## config.mk

```make
export PLATFORM = sky130hd
export DESIGN_NAME = rtc_alarm_irq
export DESIGN_NICKNAME = d
export VERILOG_FILES = /design/src/rtl/rtc_alarm_pkg.sv /design/src/rtl/rtc_alarm_regs.sv /design/src/rtl/rtc_alarm_match.sv /design/src/rtl/rtc_irq_gen.sv /design/src/rtl/rtc_alarm_irq.sv
export SDC_FILE = /design/constraint.sdc
export NUM_CORES = 1
export LEC_CHECK = 0
export CORE_ASPECT_RATIO = 0.75
export CORE_MARGIN = 2
export CORE_UTILIZATION = 50
export CTS_CLUSTER_DIAMETER = 30
export DETAILED_ROUTE_END_ITERATION = 7
export DONT_BUFFER_PORTS = 1
export GPL_ROUTABILITY_DRIVEN = 0
export HOLD_SLACK_MARGIN = 0.05
export SLEW_MARGIN = 20
export SYNTH_ARGS = -nofsm -noshare
export SYNTH_HDL_FRONTEND = slang
export SYNTH_SLANG_ARGS = --single-unit
```

## constraint.sdc

```tcl
create_clock -name clk_i -period 3.2 [get_ports clk_i]
set_clock_uncertainty 0.1 [all_clocks]
set_input_delay 0.16 -clock clk_i [delete_from_list [all_inputs] [get_ports clk_i]]
set_output_delay 0.16 -clock clk_i [all_outputs]
set_load 0.005 [all_outputs]
```

## src/rtl/rtc_alarm_pkg.sv

```systemverilog
package rtc_alarm_pkg;
  localparam int NUM_FIELDS  = 6;
  localparam int FIELD_W     = 7;
  localparam int ADDR_W      = 3;
  localparam int CTRL_ADDR   = 6;
  localparam int CTRL_ALM_EN = 7;
  localparam int CTRL_INT_EN = 6;
  localparam int CTRL_PULSED = 5;

  typedef struct packed {
    logic alm_en;
    logic int_en;
    logic pulsed;
  } ctrl_t;
endpackage

```

## src/rtl/rtc_alarm_regs.sv

```systemverilog
module rtc_alarm_regs
  import rtc_alarm_pkg::*;
#(
  parameter int NF = NUM_FIELDS,
  parameter int FW = FIELD_W
) (
  input  logic              clk_i,
  input  logic              rst_ni,
  input  logic              wr_en_i,
  input  logic [ADDR_W-1:0] wr_addr_i,
  input  logic [7:0]        wr_data_i,
  output logic [NF-1:0]     en_o,
  output logic [NF*FW-1:0]  val_o,
  output ctrl_t             ctrl_o
);
  for (genvar k = 0; k < NF; k++) begin : g_fld
    always_ff @(posedge clk_i or negedge rst_ni) begin
      if (!rst_ni) begin
        en_o[k]          <= 1'b0;
        val_o[k*FW +: FW] <= '0;
      end else if (wr_en_i && wr_addr_i == ADDR_W'(k)) begin
        en_o[k]          <= wr_data_i[7];
        val_o[k*FW +: FW] <= wr_data_i[FW-1:0];
      end
    end
  end

  always_ff @(posedge clk_i or negedge rst_ni) begin
    if (!rst_ni) begin
      ctrl_o <= '0;
    end else if (wr_en_i && wr_addr_i == ADDR_W'(CTRL_ADDR)) begin
      ctrl_o.alm_en <= wr_data_i[CTRL_ALM_EN];
      ctrl_o.int_en <= wr_data_i[CTRL_INT_EN];
      ctrl_o.pulsed <= wr_data_i[CTRL_PULSED];
    end
  end
endmodule

```

## src/rtl/rtc_alarm_match.sv

```systemverilog
module rtc_alarm_match #(
  parameter int NF = 6,
  parameter int FW = 7
) (
  input  logic             tick_i,
  input  logic             alm_en_i,
  input  logic [NF-1:0]    en_i,
  input  logic [NF*FW-1:0] val_i,
  input  logic [NF*FW-1:0] time_i,
  output logic             hit_o
);
  logic [NF-1:0] fld_ok;

  for (genvar k = 0; k < NF; k++) begin : g_cmp
    assign fld_ok[k] = !en_i[k] || (val_i[k*FW +: FW] == time_i[k*FW +: FW]);
  end

  // at least one field must be armed
  assign hit_o = tick_i && alm_en_i && (|en_i) && (&fld_ok);
endmodule

```

## src/rtl/rtc_irq_gen.sv

```systemverilog
module rtc_irq_gen #(
  parameter int PULSE_W = 4
) (
  input  logic clk_i,
  input  logic rst_ni,
  input  logic hit_i,
  input  logic clr_i,
  input  logic int_en_i,
  input  logic pulsed_i,
  output logic alm_o,
  output logic irq_no
);
  localparam int CW = $clog2(PULSE_W + 1);

  logic [CW-1:0] cnt_q;
  logic          alm_q;

  always_ff @(posedge clk_i or negedge rst_ni) begin
    if (!rst_ni) begin
      alm_q <= 1'b0;
      cnt_q <= '0;
    end else begin
      if (hit_i)      alm_q <= 1'b1;
      else if (clr_i) alm_q <= 1'b0;
      if (hit_i && pulsed_i) cnt_q <= CW'(PULSE_W);
      else if (cnt_q != '0)  cnt_q <= cnt_q - 1'b1;
    end
  end

  assign alm_o  = alm_q;
  assign irq_no = !(int_en_i && (pulsed_i ? (cnt_q != '0) : alm_q));
endmodule

```

## src/rtl/rtc_alarm_irq.sv

```systemverilog
module rtc_alarm_irq
  import rtc_alarm_pkg::*;
#(
  parameter int PULSE_W = 4
) (
  input  logic                          clk_i,
  input  logic                          rst_ni,
  input  logic                          tick_i,
  input  logic [NUM_FIELDS*FIELD_W-1:0] time_i,
  input  logic                          wr_en_i,
  input  logic [ADDR_W-1:0]             wr_addr_i,
  input  logic [7:0]                    wr_data_i,
  input  logic                          clr_alm_i,
  output logic                          alm_o,
  output logic                          irq_no
);
  logic [NUM_FIELDS-1:0]         fld_en;
  logic [NUM_FIELDS*FIELD_W-1:0] fld_val;
  ctrl_t                         ctrl_q;
  logic                          hit;

  rtc_alarm_regs #(.NF(NUM_FIELDS), .FW(FIELD_W)) u_regs (
    .clk_i, .rst_ni, .wr_en_i, .wr_addr_i, .wr_data_i,
    .en_o(fld_en), .val_o(fld_val), .ctrl_o(ctrl_q)
  );

  rtc_alarm_match #(.NF(NUM_FIELDS), .FW(FIELD_W)) u_match (
    .tick_i, .alm_en_i(ctrl_q.alm_en), .en_i(fld_en),
    .val_i(fld_val), .time_i, .hit_o(hit)
  );

  rtc_irq_gen #(.PULSE_W(PULSE_W)) u_irq (
    .clk_i, .rst_ni, .hit_i(hit), .clr_i(clr_alm_i),
    .int_en_i(ctrl_q.int_en), .pulsed_i(ctrl_q.pulsed),
    .alm_o, .irq_no
  );
endmodule

```

==> run_results.csv <==
group,metric,value,unit
critical_path,rr_endpoint,"u_irq.cnt_q[0]",
critical_path,critical_path_class,"reg -> reg",
clock_tree,cts_buffers,5,
global_routing,track_usage,20.5,%
timing,final_max_slew_viol_count,0,
floorplanning,rows,22,
global_routing,antenna_found_initial,0,
route,num_vias,1546,
critical_path,arrival,1.99,ns
timing,worstMarginPinSlew,0.672,ns
timing,fmax,525,MHz
route,drt_wl_total,5.50,mm
global_routing,overflow,0,
min_path,hold_path_class,"in -> reg",
power,leakage,1.18,nW
clock_tree,htreeDepth,2,
global_routing,grt_max_degree,56,
timing,rsz0062_at_grt,"false",
cells_and_area,final_common_cell,"dfrtp_1",
synthesis,synthCells,195,
floorplanning,start_util,53.0,%
critical_path,required,3.28,ns
power,max-vdd-ir-drop,0.302,mV
clock_tree,root_buffer,"clkbuf_8",
critical_path,crit_path_max_fanout,2,
clock_tree,clockBufferDepth,2,
global_routing,grt_pass1_vias,1672,
timing,hold_ws,0.0894,ns
route,drcViolationCount,0,
place,dp_hpwl,4.02,mm
min_path,min_to,"u_regs.val_o[12]",
timing,min_period,1.91,ns
clock_tree,cts_hold_buf,11,
synthesis,syn_nets,255,
cells_and_area,layout_common_cells,"dfrtp_1, mux2_2, xnor2_1, xor2_1, dlygate4sd3_1",
cells_and_area,n_antenna_cell,0,
route,drt-initial-drc-count,37,
route,wl_per_cell,19.4,µm
synthesis,yosys_warnings,0,
clock_tree,clk_latency,0.30,ns
synthesis,ys_seq_elements,55,
floorplanning,fp.dieW,88.2,µm
synthesis,ys_seq_area_share,51.8,%
cells_and_area,finish.utilization,58.9,%
critical_path,cp-end-kind,"flop",
floorplanning,dieArea,5920,µm²
synthesis,syn-cell-area,2660,µm²
cells_and_area,syn_to_final_growth,11.0,%
cells_and_area,layout.cells.non_filler,284,
clock_tree,cts.sinks,55,
route,ant_nets,0,
synthesis,synth.avg_cell_area,13.6,µm²
critical_path,startpoint_type,"flop",
critical_path,reg2reg_from,"u_regs.val_o[22]",
route,firstDrtPassIters,4,
min_path,hold_depth,2,
floorplanning,design.core.area,5010,µm²
floorplanning,io_pins,60,
cells_and_area,drive_gt1_share,30.7,%
flow_run,max-cap-violations,0,
min_path,hold_start,"wr_addr_i[1]",
place,dp_cells,265,
timing,setup_viol,0,
critical_path,rr_worst_depth,5,
timing,hold_viol,0,
floorplanning,fp.dieH,67.1,µm
clock_tree,cts_tree,"done",
timing,max-slew-margin-rel,55.0,%
clock_tree,cts_resized,0,
synthesis,synth_cell_types,25,
critical_path,rrSetupSlack,1.29,ns
clock_tree,postCtsSetupBuffers,0,
status,status,"complete, no violations",
place,numPortBuffers,0,
cells_and_area,nets,271,
timing,finalCritPeriodShare,59.6,%
timing,fin_setup_tns,0,ns
route,vias_per_cell,5.44,
power,power_density,600,nW/µm²
clock_tree,path_clk_slew,0.09,ns
global_routing,grt_first_pass_wirelength,8.57,mm
[per-stage QoR]
step                      cell area (µm²)  total power (W)  worst slack, ns
final                                2950          0.00177             1.29
after global routing                 2950          0.00189             1.15
after CTS                            2950          0.00180             1.24
after detailed placement             2740          0.00138             1.26
after global placement               2740          0.00135             1.31
after floorplan                      2660          0.00130             1.56
[cell families (layout without fill, tap and decap cells)]
| kind of cell | after synthesis | after routing | share of synthesized area, % |
|---|---|---|---|
| xor+xnor | 43 | 43 | 14.2 |
| buf+inv | 6 | 23 | 0.942 |
| flops | 55 | 55 | 51.8 |
| fa+ha+maj | 2 | 2 | 0.942 |
| compound gates | 12 | 12 | 3.82 |
| mux | 52 | 52 | 22.0 |
| simple gates | 25 | 25 | 6.31 |
[final cells by class]
class	instances	area (µm²)
clock buffers	6	72.6
flip-flops and latches	55	1380
repair buffers	11	128
fillers	422	2060
clock inverters	2	12.5
inverters	4	15.0
multi-input cells	134	1250
well taps	72	90.1
[synth_stat cells]
library cell,n,area (µm²)
nor2_1,4,15.0
nand2b_1,1,6.26
o211ai_1,1,7.51
nand4b_1,3,26.3
ha_1,2,25.0
a2111oi_2,1,15.0
o311a_1,1,10.0
xor2_1,19,166
mux2_2,51,574
nor2b_1,1,6.26
o41ai_1,5,43.8
dfrtp_1,55,1380
nand4_1,7,43.8
xnor2_1,24,210
nor4_1,1,6.26
o21ai_1,2,10.0
a21oi_1,1,5.00
nor3_2,2,20.0
nor3b_2,2,25.0
nand2_1,3,11.3
or4_1,1,7.51
mux2i_1,1,10.0
inv_1,4,15.0
a211o_2,1,10.0
buf_2,2,10.0
[sequential cells by signal, summed over array words and instances, names as in the netlist]
name / count
u_regs.ctrl_o: 3
u_irq.cnt_q: 3
u_regs.val_o: 42
u_regs.en_o: 6
u_irq.alm_o: 1
[per-layer routing]
metal | part of all wire [%] | global-route usage [%]
met5 | 0 | 0
met4 | 0.91 | 6.82
met3 | 4.1 | 4.83
met2 | 50 | 35.2
met1 | 45 | 25.6
[how the worst max path moves through the flow]
stage	to	from	cells past startpoint	slack [ns]
after CTS	u_irq.cnt_q[0]	u_regs.val_o[23]	6	1.24
after detailed placement	u_irq.cnt_q[0]	u_regs.val_o[23]	6	1.26
final	u_irq.cnt_q[0]	u_regs.val_o[22]	5	1.29
after floorplan	u_irq.cnt_q[2]	u_regs.en_o[2]	5	1.56
after global placement	u_irq.cnt_q[1]	u_regs.val_o[23]	6	1.31
after global routing	u_irq.cnt_q[0]	u_regs.val_o[21]	6	1.15
[where the power goes]
group / leakage (nW) / internal, W / switching [W]
logic: 0.480 / 0.000253 / 0.000183
clock network: 0.0412 / 0.000153 / 0.000213
registers: 0.662 / 0.000859 / 0.000111
total: 1.18 / 0.00126 / 0.000506
[worst max-delay path, cell delays in order (launching register included)]
cell,delay [ns]
dfrtp_1,0.41
xor2_1,0.15
o41ai_1,0.48
nand2_1,0.15
a2111oi_2,0.41
nor2_1,0.10
(Power assumes the default switching activity.)
